===== src/rtl/status_reporter_pkg.sv =====
package status_reporter_pkg;

  typedef enum logic {
    OPK_PROGRAM = 1'b0,
    OPK_ERASE   = 1'b1
  } op_kind_e;

endpackage


===== src/rtl/sr_reset_sync.sv =====
module sr_reset_sync (
  input  logic clk_i,
  input  logic rst_n_i,
  output logic rst_n_o
);

  logic [1:0] sync_q;

  always_ff @(posedge clk_i or negedge rst_n_i) begin
    if (!rst_n_i) begin
      sync_q <= 2'b00;
    end else begin
      sync_q <= {sync_q[0], 1'b1};
    end
  end

  assign rst_n_o = sync_q[1];

endmodule


===== src/rtl/sr_read_edge.sv =====
module sr_read_edge (
  input  logic clk_i,
  input  logic rst_n_i,
  input  logic rd_level_i,
  output logic rd_done_o
);

  logic rd_q;
  logic rd_d;

  always_comb begin
    rd_d = rd_level_i;
  end

  always_ff @(posedge clk_i or negedge rst_n_i) begin
    if (!rst_n_i) begin
      rd_q <= 1'b0;
    end else begin
      rd_q <= rd_d;
    end
  end

  // a read closes when the level was high last edge and is low now
  assign rd_done_o = rd_q & ~rd_level_i;

endmodule


===== src/rtl/sr_toggle_unit.sv =====
module sr_toggle_unit (
  input  logic clk_i,
  input  logic rst_n_i,
  input  logic clear_i,
  input  logic flip_i,
  output logic tog_o
);

  logic tog_q;
  logic tog_d;
  logic tog_en;

  always_comb begin
    tog_en = clear_i | flip_i;
    if (clear_i) begin
      tog_d = 1'b0;
    end else begin
      tog_d = ~tog_q;
    end
  end

  always_ff @(posedge clk_i or negedge rst_n_i) begin
    if (!rst_n_i) begin
      tog_q <= 1'b0;
    end else if (tog_en) begin
      tog_q <= tog_d;
    end
  end

  assign tog_o = tog_q;

endmodule


===== src/rtl/sr_status_byte.sv =====
module sr_status_byte #(
  parameter int unsigned DATA_W     = 8,
  parameter int unsigned POLL_BIT   = 7,
  parameter int unsigned TOGGLE_BIT = 6
) (
  input  logic              poll_i,
  input  logic              tog_i,
  output logic [DATA_W-1:0] status_o
);

  for (genvar b = 0; b < DATA_W; b++) begin : g_bit
    if (b == POLL_BIT) begin : g_poll
      assign status_o[b] = poll_i;
    end else if (b == TOGGLE_BIT) begin : g_tog
      assign status_o[b] = tog_i;
    end else begin : g_zero
      assign status_o[b] = 1'b0;
    end
  end

endmodule


===== src/rtl/status_reporter.sv =====
module status_reporter
  import status_reporter_pkg::*;
#(
  parameter int unsigned DATA_W     = 8,
  parameter int unsigned POLL_BIT   = 7,
  parameter int unsigned TOGGLE_BIT = 6
) (
  input  logic              clk_i,
  input  logic              rst_n_i,
  input  logic              busy_i,
  input  logic              op_kind_i,
  input  logic              suspend_i,
  input  logic [DATA_W-1:0] target_i,
  input  logic              addr_hit_i,
  input  logic              sel_i,
  input  logic              oe_i,
  input  logic [DATA_W-1:0] array_i,
  output logic [DATA_W-1:0] rd_data_o,
  output logic              rd_drive_o
);

  logic              rst_n_q;
  logic              rd_level;
  logic              rd_done;
  logic              tog_w;
  op_kind_e          kind;
  logic              held;
  logic              running;
  logic              show_status;
  logic              poll_bit;
  logic [DATA_W-1:0] status_byte;
  logic [DATA_W-1:0] data_sel;
  logic              unused_tgt;

  sr_reset_sync u_rst (
    .clk_i   (clk_i),
    .rst_n_i (rst_n_i),
    .rst_n_o (rst_n_q)
  );

  assign rd_level = sel_i & oe_i;

  sr_read_edge u_edge (
    .clk_i      (clk_i),
    .rst_n_i    (rst_n_q),
    .rd_level_i (rd_level),
    .rd_done_o  (rd_done)
  );

  always_comb begin
    kind        = op_kind_e'(op_kind_i);
    held        = (kind == OPK_ERASE) & suspend_i;
    running     = busy_i & ~held;
    show_status = busy_i & ~(held & ~addr_hit_i);
    if (kind == OPK_PROGRAM && addr_hit_i) begin
      poll_bit = ~target_i[POLL_BIT];
    end else begin
      poll_bit = 1'b0;
    end
  end

  sr_toggle_unit u_tog (
    .clk_i   (clk_i),
    .rst_n_i (rst_n_q),
    .clear_i (~busy_i),
    .flip_i  (running & rd_done),
    .tog_o   (tog_w)
  );

  sr_status_byte #(
    .DATA_W     (DATA_W),
    .POLL_BIT   (POLL_BIT),
    .TOGGLE_BIT (TOGGLE_BIT)
  ) u_stat (
    .poll_i   (poll_bit),
    .tog_i    (tog_w),
    .status_o (status_byte)
  );

  always_comb begin
    data_sel   = show_status ? status_byte : array_i;
    rd_drive_o = rd_level;
    rd_data_o  = rd_level ? data_sel : '0;
  end

  assign unused_tgt = ^target_i;

endmodule


===== config.mk =====
export PLATFORM = sky130hd
export DESIGN_NAME = status_reporter
export DESIGN_NICKNAME = d
export VERILOG_FILES = /design/src/rtl/status_reporter_pkg.sv /design/src/rtl/sr_reset_sync.sv /design/src/rtl/sr_read_edge.sv /design/src/rtl/sr_toggle_unit.sv /design/src/rtl/sr_status_byte.sv /design/src/rtl/status_reporter.sv
export SDC_FILE = /design/constraint.sdc
export NUM_CORES = 1
export LEC_CHECK = 0
export BUFFER_PORTS_ARGS = -buffer_cell sky130_fd_sc_hd__clkbuf_2
export CORE_AREA = 2 2 39 41
export CTS_CLUSTER_DIAMETER = 50
export DETAILED_ROUTE_END_ITERATION = 10
export DIE_AREA = 0 0 41 43
export PLACE_DENSITY = 0.52
export SETUP_SLACK_MARGIN = 0.05
export SYNTH_ARGS = -nofsm -noshare
export SYNTH_HDL_FRONTEND = slang
export SYNTH_SLANG_ARGS = --single-unit

===== constraint.sdc =====
create_clock -name clk_i -period 0.8 [get_ports clk_i]
set_input_delay 0.04 -clock clk_i [delete_from_list [all_inputs] [get_ports clk_i]]
set_output_delay 0.04 -clock clk_i [all_outputs]
set_load 0.01 [all_outputs]

==> run_results.csv, run 1 <==
group,metric,value,unit
status,status,"complete, but fails checks",
status,failed_checks,"negative setup slack",
drt,antenna_left,0,
cells_and_area,fin_cells,72,
setup_path,worst_r2r_startpoint,"u_tog.tog_o$_DFFE_PN0P_",
cts,insertion_delay_of_the_later_clocked_pin_in_the_worst_skew_pair,0.23,ns
sta,finClkSkew,0.00133,ns
drt,via_per_inst,4.19,
drt,routed_wire_length_per_instance,9.76,um
cts,clk_transition_reported_paths,0.04,ns
floorplanning,floorplan.io_pins,33,
sta,finalMaxSlewViolations,0,
sta,post_route_setup_slack,-0.136,ns
synth,ys.warnings.count,0,
synth,synth_nets,50,
cells_and_area,area_used_by_multi_input_combinational_logic,176,um2
global_route,initial_antenna_violation_count,0,
setup_path,worstPathCellList,"a41o_1 -> clkbuf_2",
cts,cts-root-buf,"sky130_fd_sc_hd__clkbuf_4",
pwr,p_leak,0.287,nW
cts,cts_sinks,4,
global_route,grt_usage,0.0838,
place,place_congestion,0.585,
setup_path,cell_type_group_with_the_largest_total_delay_on_the_critical_path,"flip-flops",
synth,async_reset_ff_frac,1.00,
cells_and_area,postLayoutCoreUtil,0.362,
pwr,worst_ir_drop_vdd,0.995,mV
setup_path,critical_path.startpoint_type,"flip-flop",
floorplanning,initial_utilization,0.184,
drt,drcViolationCount,0,
synth,synth.ff_latch_count,4,
global_route,first_pass_grt_wire_length,924,um
sta,max_freq,1070,MHz
cells_and_area,synthToLayoutAreaGrowth,97.0,%
global_route,grt_pass1_vias,258,
cts,cts-htree-levels,1,
sta,finalSetupTns,-0.346,ns
synth,synth_enable_flop_cells,0,
sta,timing_hold_violations_final,0,
synth,yosysSeqAreaShare,0.394,
floorplanning,fp.dieW,41,um
cts,numCtsBuffers,3,
place,dpl_cell_area,399,um2
cells_and_area,final.fill_count,145,
setup_path,cp-end-kind,"output pin",
floorplanning,die_h,43,um
cells_and_area,antenna_diodes,0,
sta,finalCritPeriodShare,1.17,
setup_path,critical_path_buf_inv_count,1,
setup_path,data_required_critical_path,0.76,ns
setup_path,crit_path_max_incr_delay,0.37,ns
pwr,overall_power_consumption,621,uW
setup_path,timing.critical_path.depth,2,
floorplanning,floorplan.die_area,1760,um2
synth,yosys.cell_types.count,15,
min_path,worst_hold_path_type,"reg2async",
drt,dr_total_vias,302,
place,placed_cells,67,
setup_path,critPathArrivalTime,0.90,ns
place,post-dp-hpwl,532,um
floorplanning,core_area,1380,um2
drt,detail_route.first_pass.iterations,4,
sta,final_period_minus_worst_setup_slack,0.936,ns
setup_path,timing.rr.end,"u_tog.tog_o$_DFFE_PN0P_",
synth,syn-mean-instance-area,9.77,um2
synth,post_synth_inst_count,26,
setup_path,criticalPathCategory,"reg2out",
sta,grt_setup_unrepaired,"yes",
synth,synth_flop_cell,"sky130_fd_sc_hd__dfrtp_1",
flow_run,max_cap_viol_count,0,
drt,wl,703,um
global_route,grt.overflow.total,0,
cts,tritoncts_clock_tree,"built",
setup_path,cp_max_fo,2,
cts,cts-root-to-sink-buffers,2,
setup_path,critical_path.slowest_cell,"sky130_fd_sc_hd__dfrtp_1",
cells_and_area,area.sequential,100,um2
cells_and_area,layout-drive-gt1-share,0.661,
synth,syn-cell-area,254,um2
place,port_buffers,25,
setup_path,rrSetupSlack,-0.03,ns
drt,first_iter_violations,2,
floorplanning,core.rowCount,14,
pwr,total_power_per_unit_cell_area,1240,nW/um2
cells_and_area,post-route-cell-area,500,um2
global_route,grt_start_max_net_pins,8,
cells_and_area,mostFrequentLayoutCell,"sky130_fd_sc_hd__clkbuf_2",
setup_path,ff2ff_path_depth,3,
sta,setup_viols_final,8,
cells_and_area,fin_nets,82,
cells_and_area,top_library_cells_by_usage_in_the_layout_fill_and_taps_aside,"sky130_fd_sc_hd__clkbuf_2, sky130_fd_sc_hd__buf_6, sky130_fd_sc_hd__dfrtp_1",
-- worst max-delay path by stage --
stage	from	to	slack, ns
3_3_place_gp	addr_hit_i	rd_data_o[0]	-0.04
3_5_place_dp	addr_hit_i	rd_data_o[0]	-0.04
6_report	u_tog.tog_o$_DFFE_PN0P_	rd_data_o[6]	-0.14
2_1_floorplan	u_tog.tog_o$_DFFE_PN0P_	u_tog.tog_o$_DFFE_PN0P_	0.13
5_1_grt	u_tog.tog_o$_DFFE_PN0P_	rd_data_o[6]	-0.19
4_1_cts	u_tog.tog_o$_DFFE_PN0P_	rd_data_o[6]	-0.15
-- per-stage QoR --
step | worst slack, ns | hold slack (ns)
after floorplan | 0.128 | -0.256
after global placement | -0.0397 | -0.172
after detailed placement | -0.0388 | -0.173
after CTS | -0.146 | 0.0172
after global routing | -0.194 | 0.0212
final | -0.136 | 0.0167
-- final cells by class --
type / count / area share
Tap cell: 16 / 0.0400
Multi-Input combinational cell: 21 / 0.352
Sequential cell: 4 / 0.200
Inverter: 1 / 0.00750
Clock buffer: 3 / 0.0450
Timing Repair Buffer: 27 / 0.355
-- cells in the mapped netlist, types with 2 or more instances --
master                    instances  area (um2)
sky130_fd_sc_hd__and2_1           6        37.5
sky130_fd_sc_hd__dfrtp_1          4         100
sky130_fd_sc_hd__nand2_1          3        11.3
sky130_fd_sc_hd__nand3_1          2        10.0
-- where the power goes --
part / total, mW / leakage, nW / internal [mW] / switching [mW]
Combinational: 0.155 / 0.224 / 0.0910 / 0.0638
Sequential: 0.219 / 0.0497 / 0.215 / 0.00438
Clock: 0.247 / 0.0138 / 0.168 / 0.0797
-- repair_timing --
item / 4_1_cts / 5_1_grt
endpoints found under the setup margin: 8 / 9
buffers inserted: 1 / 0
gates resized for setup: 5 / 16
hold buffers: 1 / 0
pin swaps: 6 / 6
endpoints found under the hold margin: 2 / 0
-- per-layer routing --
layer	wire length, um	global-route usage	share of wire
met1	232	0.0689	0.33
met2	375	0.134	0.53
met3	95	0.0681	0.14
met4	0	0.0400	0
met5	0	0	0
-- flip-flops by register name (all words and copies together) (netlist names) --
register and count:
u_rst.sync_q 2, u_edge.rd_q 1, u_tog.tog_o 1
-- cells by family (layout without fill, tap and decap cells) --
group / after synthesis / in the layout / share of synthesized area
simple gates: 14 / 14 / 0.384
compound gates: 5 / 5 / 0.153
other cells: 1 / 1 / 0.0148
buf+inv: 1 / 31 / 0.0148
flops: 4 / 4 / 0.394
mux: 1 / 1 / 0.0394
-- worst reg2reg max path, delay by kind of cell (launching register included) --
kind | cells | cell delay, ns
flip-flops | 1 | 0.37
buffers and inverters | 1 | 0.14
AND/OR/NAND/NOR | 1 | 0.13
multiplexers | 1 | 0.12
(Power assumes the default switching activity.)
==> inputs of run 2 (changes only) <==
==> constraint.sdc (replaced) <==
create_clock -name clk_i -period 0.8 [get_ports clk_i]
set_input_delay 0.2 -clock clk_i [delete_from_list [all_inputs] [get_ports clk_i]]
set_output_delay 0.2 -clock clk_i [all_outputs]
set_load 0.01 [all_outputs]
==> run 2 against run 1 <==
  * Critical path depth increased by 3
  * Clock skew is essentially flat
  * Critical path type is now in2out
  * Sequential power about the same
  * Flip-flop and latch count stayed put
  * Fmax down 19%
  * The run still ends with negative setup slack left
  * Hold slack worse by 0.00088 ns
  * Register-to-register slack about the same
==> run_results.csv, run 2 (synthesis gave the netlist of run 1 again) <==
group,metric,value,unit
status,status,"complete, but fails checks",
status,failed_checks,"negative setup slack",
setup_path,critical_path_buf_inv_count,2,
sta,final_period_minus_worst_setup_slack,1.16,ns
sta,finalSetupTns,-2.78,ns
pwr,portion_of_total_power_attributed_to_the_clock_network,0.365,
pwr,worst_ir_drop_vdd,1.11,mV
sta,finalMaxSlewViolations,0,
pwr,p_leak,0.320,nW
cells_and_area,synthToLayoutAreaGrowth,134,%
place,dp_slack,-0.360,ns
drt,routedLengthMet1,298,um
drt,detailroute.wirelength.met2,346,um
setup_path,crit_path_frequent_cell,"sky130_fd_sc_hd__buf_6",
drt,dr_total_vias,319,
cells_and_area,post-route-cell-area,596,um2
place,placed_cells,72,
cells_and_area,antenna_diodes,0,
setup_path,critical_path.startpoint_type,"input pin",
place,dpl_cell_area,462,um2
global_route,grt_pass1_vias,312,
setup_path,critical_path.slowest_cell,"sky130_fd_sc_hd__a21oi_4",
drt,routed_wire_length_per_instance,10.3,um
drt,dr.max_layer_used,"met3",
cells_and_area,layout-drive-gt1-share,0.750,
cts,cts_sinks,4,
setup_path,ff2ff_path_depth,3,
global_route,grt_usage,0.0879,
cts,clk_transition_reported_paths,0.04,ns
place,port_buffers,25,
drt,first_iter_violations,1,
floorplanning,core_area,1380,um2
cells_and_area,postLayoutCoreUtil,0.430,
setup_path,criticalPathCategory,"in2out",
sta,grt_setup_unrepaired,"yes",
setup_path,worst_r2r_startpoint,"u_tog.tog_o$_DFFE_PN0P_",
pwr,netSwitchingFraction,0.237,
cts,cts-root-to-sink-buffers,2,
setup_path,crit_path_max_incr_delay,0.22,ns
cells_and_area,max_flop_register,"u_rst.sync_q",
cts,cts-htree-levels,1,
pwr,seq_power_share,0.330,
setup_path,rrSetupSlack,-0.02,ns
global_route,initial_antenna_violation_count,0,
setup_path,cell_type_group_with_the_largest_total_delay_on_the_critical_path,"simple AND/OR/NAND/NOR gates",
global_route,grt.overflow.total,0,
cells_and_area,final.fill_count,132,
pwr,total_power_per_unit_cell_area,1120,nW/um2
drt,met3_wirelength,140,um
floorplanning,die_h,43,um
drt,detail_route.first_pass.iterations,3,
setup_path,data_required_critical_path,0.60,ns
floorplanning,initial_utilization,0.184,
cells_and_area,fin_cells,76,
drt,wl,786,um
floorplanning,fp.dieW,41,um
floorplanning,floorplan.io_pins,33,
setup_path,timing.rr.end,"u_tog.tog_o$_DFFE_PN0P_",
place,place_congestion,0.556,
cells_and_area,top_library_cells_by_usage_in_the_layout_fill_and_taps_aside,"sky130_fd_sc_hd__clkbuf_2, sky130_fd_sc_hd__buf_6, sky130_fd_sc_hd__and2_4",
cts,numCtsBuffers,3,
sta,finClkSkew,0.00141,ns
drt,via_per_inst,4.20,
drt,drcViolationCount,0,
setup_path,cp_max_fo,6,
setup_path,critPathArrivalTime,0.96,ns
pwr,switching_power,158,uW
pwr,internal_dissipation,508,uW
min_path,worst_hold_path_type,"reg2async",
cts,tritoncts_clock_tree,"built",
cts,cts-root-buf,"sky130_fd_sc_hd__clkbuf_4",
setup_path,cp-end-kind,"output pin",
place,post-dp-hpwl,600,um
cells_and_area,fin_nets,86,
cells_and_area,mostFrequentLayoutCell,"sky130_fd_sc_hd__clkbuf_2",
sta,timing_hold_violations_final,0,
global_route,first_pass_grt_wire_length,1040,um
floorplanning,floorplan.die_area,1760,um2
global_route,grt_start_max_net_pins,7,
sta,setup_viols_final,10,
cts,insertion_delay_of_the_later_clocked_pin_in_the_worst_skew_pair,0.23,ns
sta,post_route_setup_slack,-0.358,ns
sta,max_freq,864,MHz
setup_path,worstPathCellList,"buf_6 -> nand3b_4 -> a21oi_4 -> and2_4 -> buf_6",
pwr,power_share_of_the_combinational_group,0.305,
drt,antenna_left,0,
floorplanning,core.rowCount,14,
flow_run,max_cap_viol_count,0,
sta,finalCritPeriodShare,1.45,
cells_and_area,largest_register_ffs,2,
==> run 2: cell type report <==
cell class              instances  area [um2]  share of cell area
clock buffers                   3        22.5              0.0378
well taps                      16        20.0              0.0336
multi-input cells              21         196               0.330
inverters                       1        6.26              0.0105
repair buffers                 31         250               0.420
flip-flops and latches          4         100               0.168
==> run 2: stage by stage <==
stage          hold WS [ns]  total power [mW]
4_1_cts              0.0188             0.658
3_5_place_dp        -0.0114             0.372
2_1_floorplan       -0.0956             0.281
6_report             0.0159             0.666
3_3_place_gp        -0.0130             0.372
5_1_grt              0.0357             0.715
==> run 2: power by group through the flow <==
stage | combinational [mW] | sequential, mW | clock [mW]
floorplan | 0.0602 | 0.221 | 0
global placement | 0.150 | 0.222 | 0
detailed placement | 0.150 | 0.222 | 0
CTS | 0.183 | 0.220 | 0.254
global route | 0.221 | 0.221 | 0.273
finish | 0.203 | 0.220 | 0.243
==> run 2: layer usage <==
metal  vias to the layer above  GRT usage
met3                         0     0.0524
li1                        159          -
met4                         0     0.0400
met1                       133     0.0885
met5                         -          0
met2                        27      0.138
==> run 2: how the worst max path moves through the flow <==
stage,from,endpoint,slack (ns),cells after the start
after detailed placement,addr_hit_i,rd_data_o[2],-0.36,5
final,addr_hit_i,rd_data_o[5],-0.36,5
after global routing,addr_hit_i,rd_data_o[5],-0.40,5
after floorplan,addr_hit_i,rd_data_o[0],-0.10,3
after global placement,addr_hit_i,rd_data_o[4],-0.34,5
after CTS,addr_hit_i,rd_data_o[2],-0.36,5
==> run 2: timing repair <==
item / 4_1_cts / 5_1_grt
endpoints found under the hold margin: 2 / 0
endpoints found under the setup margin: 10 / 10
pin swaps: 4 / 8
gates resized for setup: 9 / 18
hold buffers: 1 / 0
buffers inserted: 1 / 1
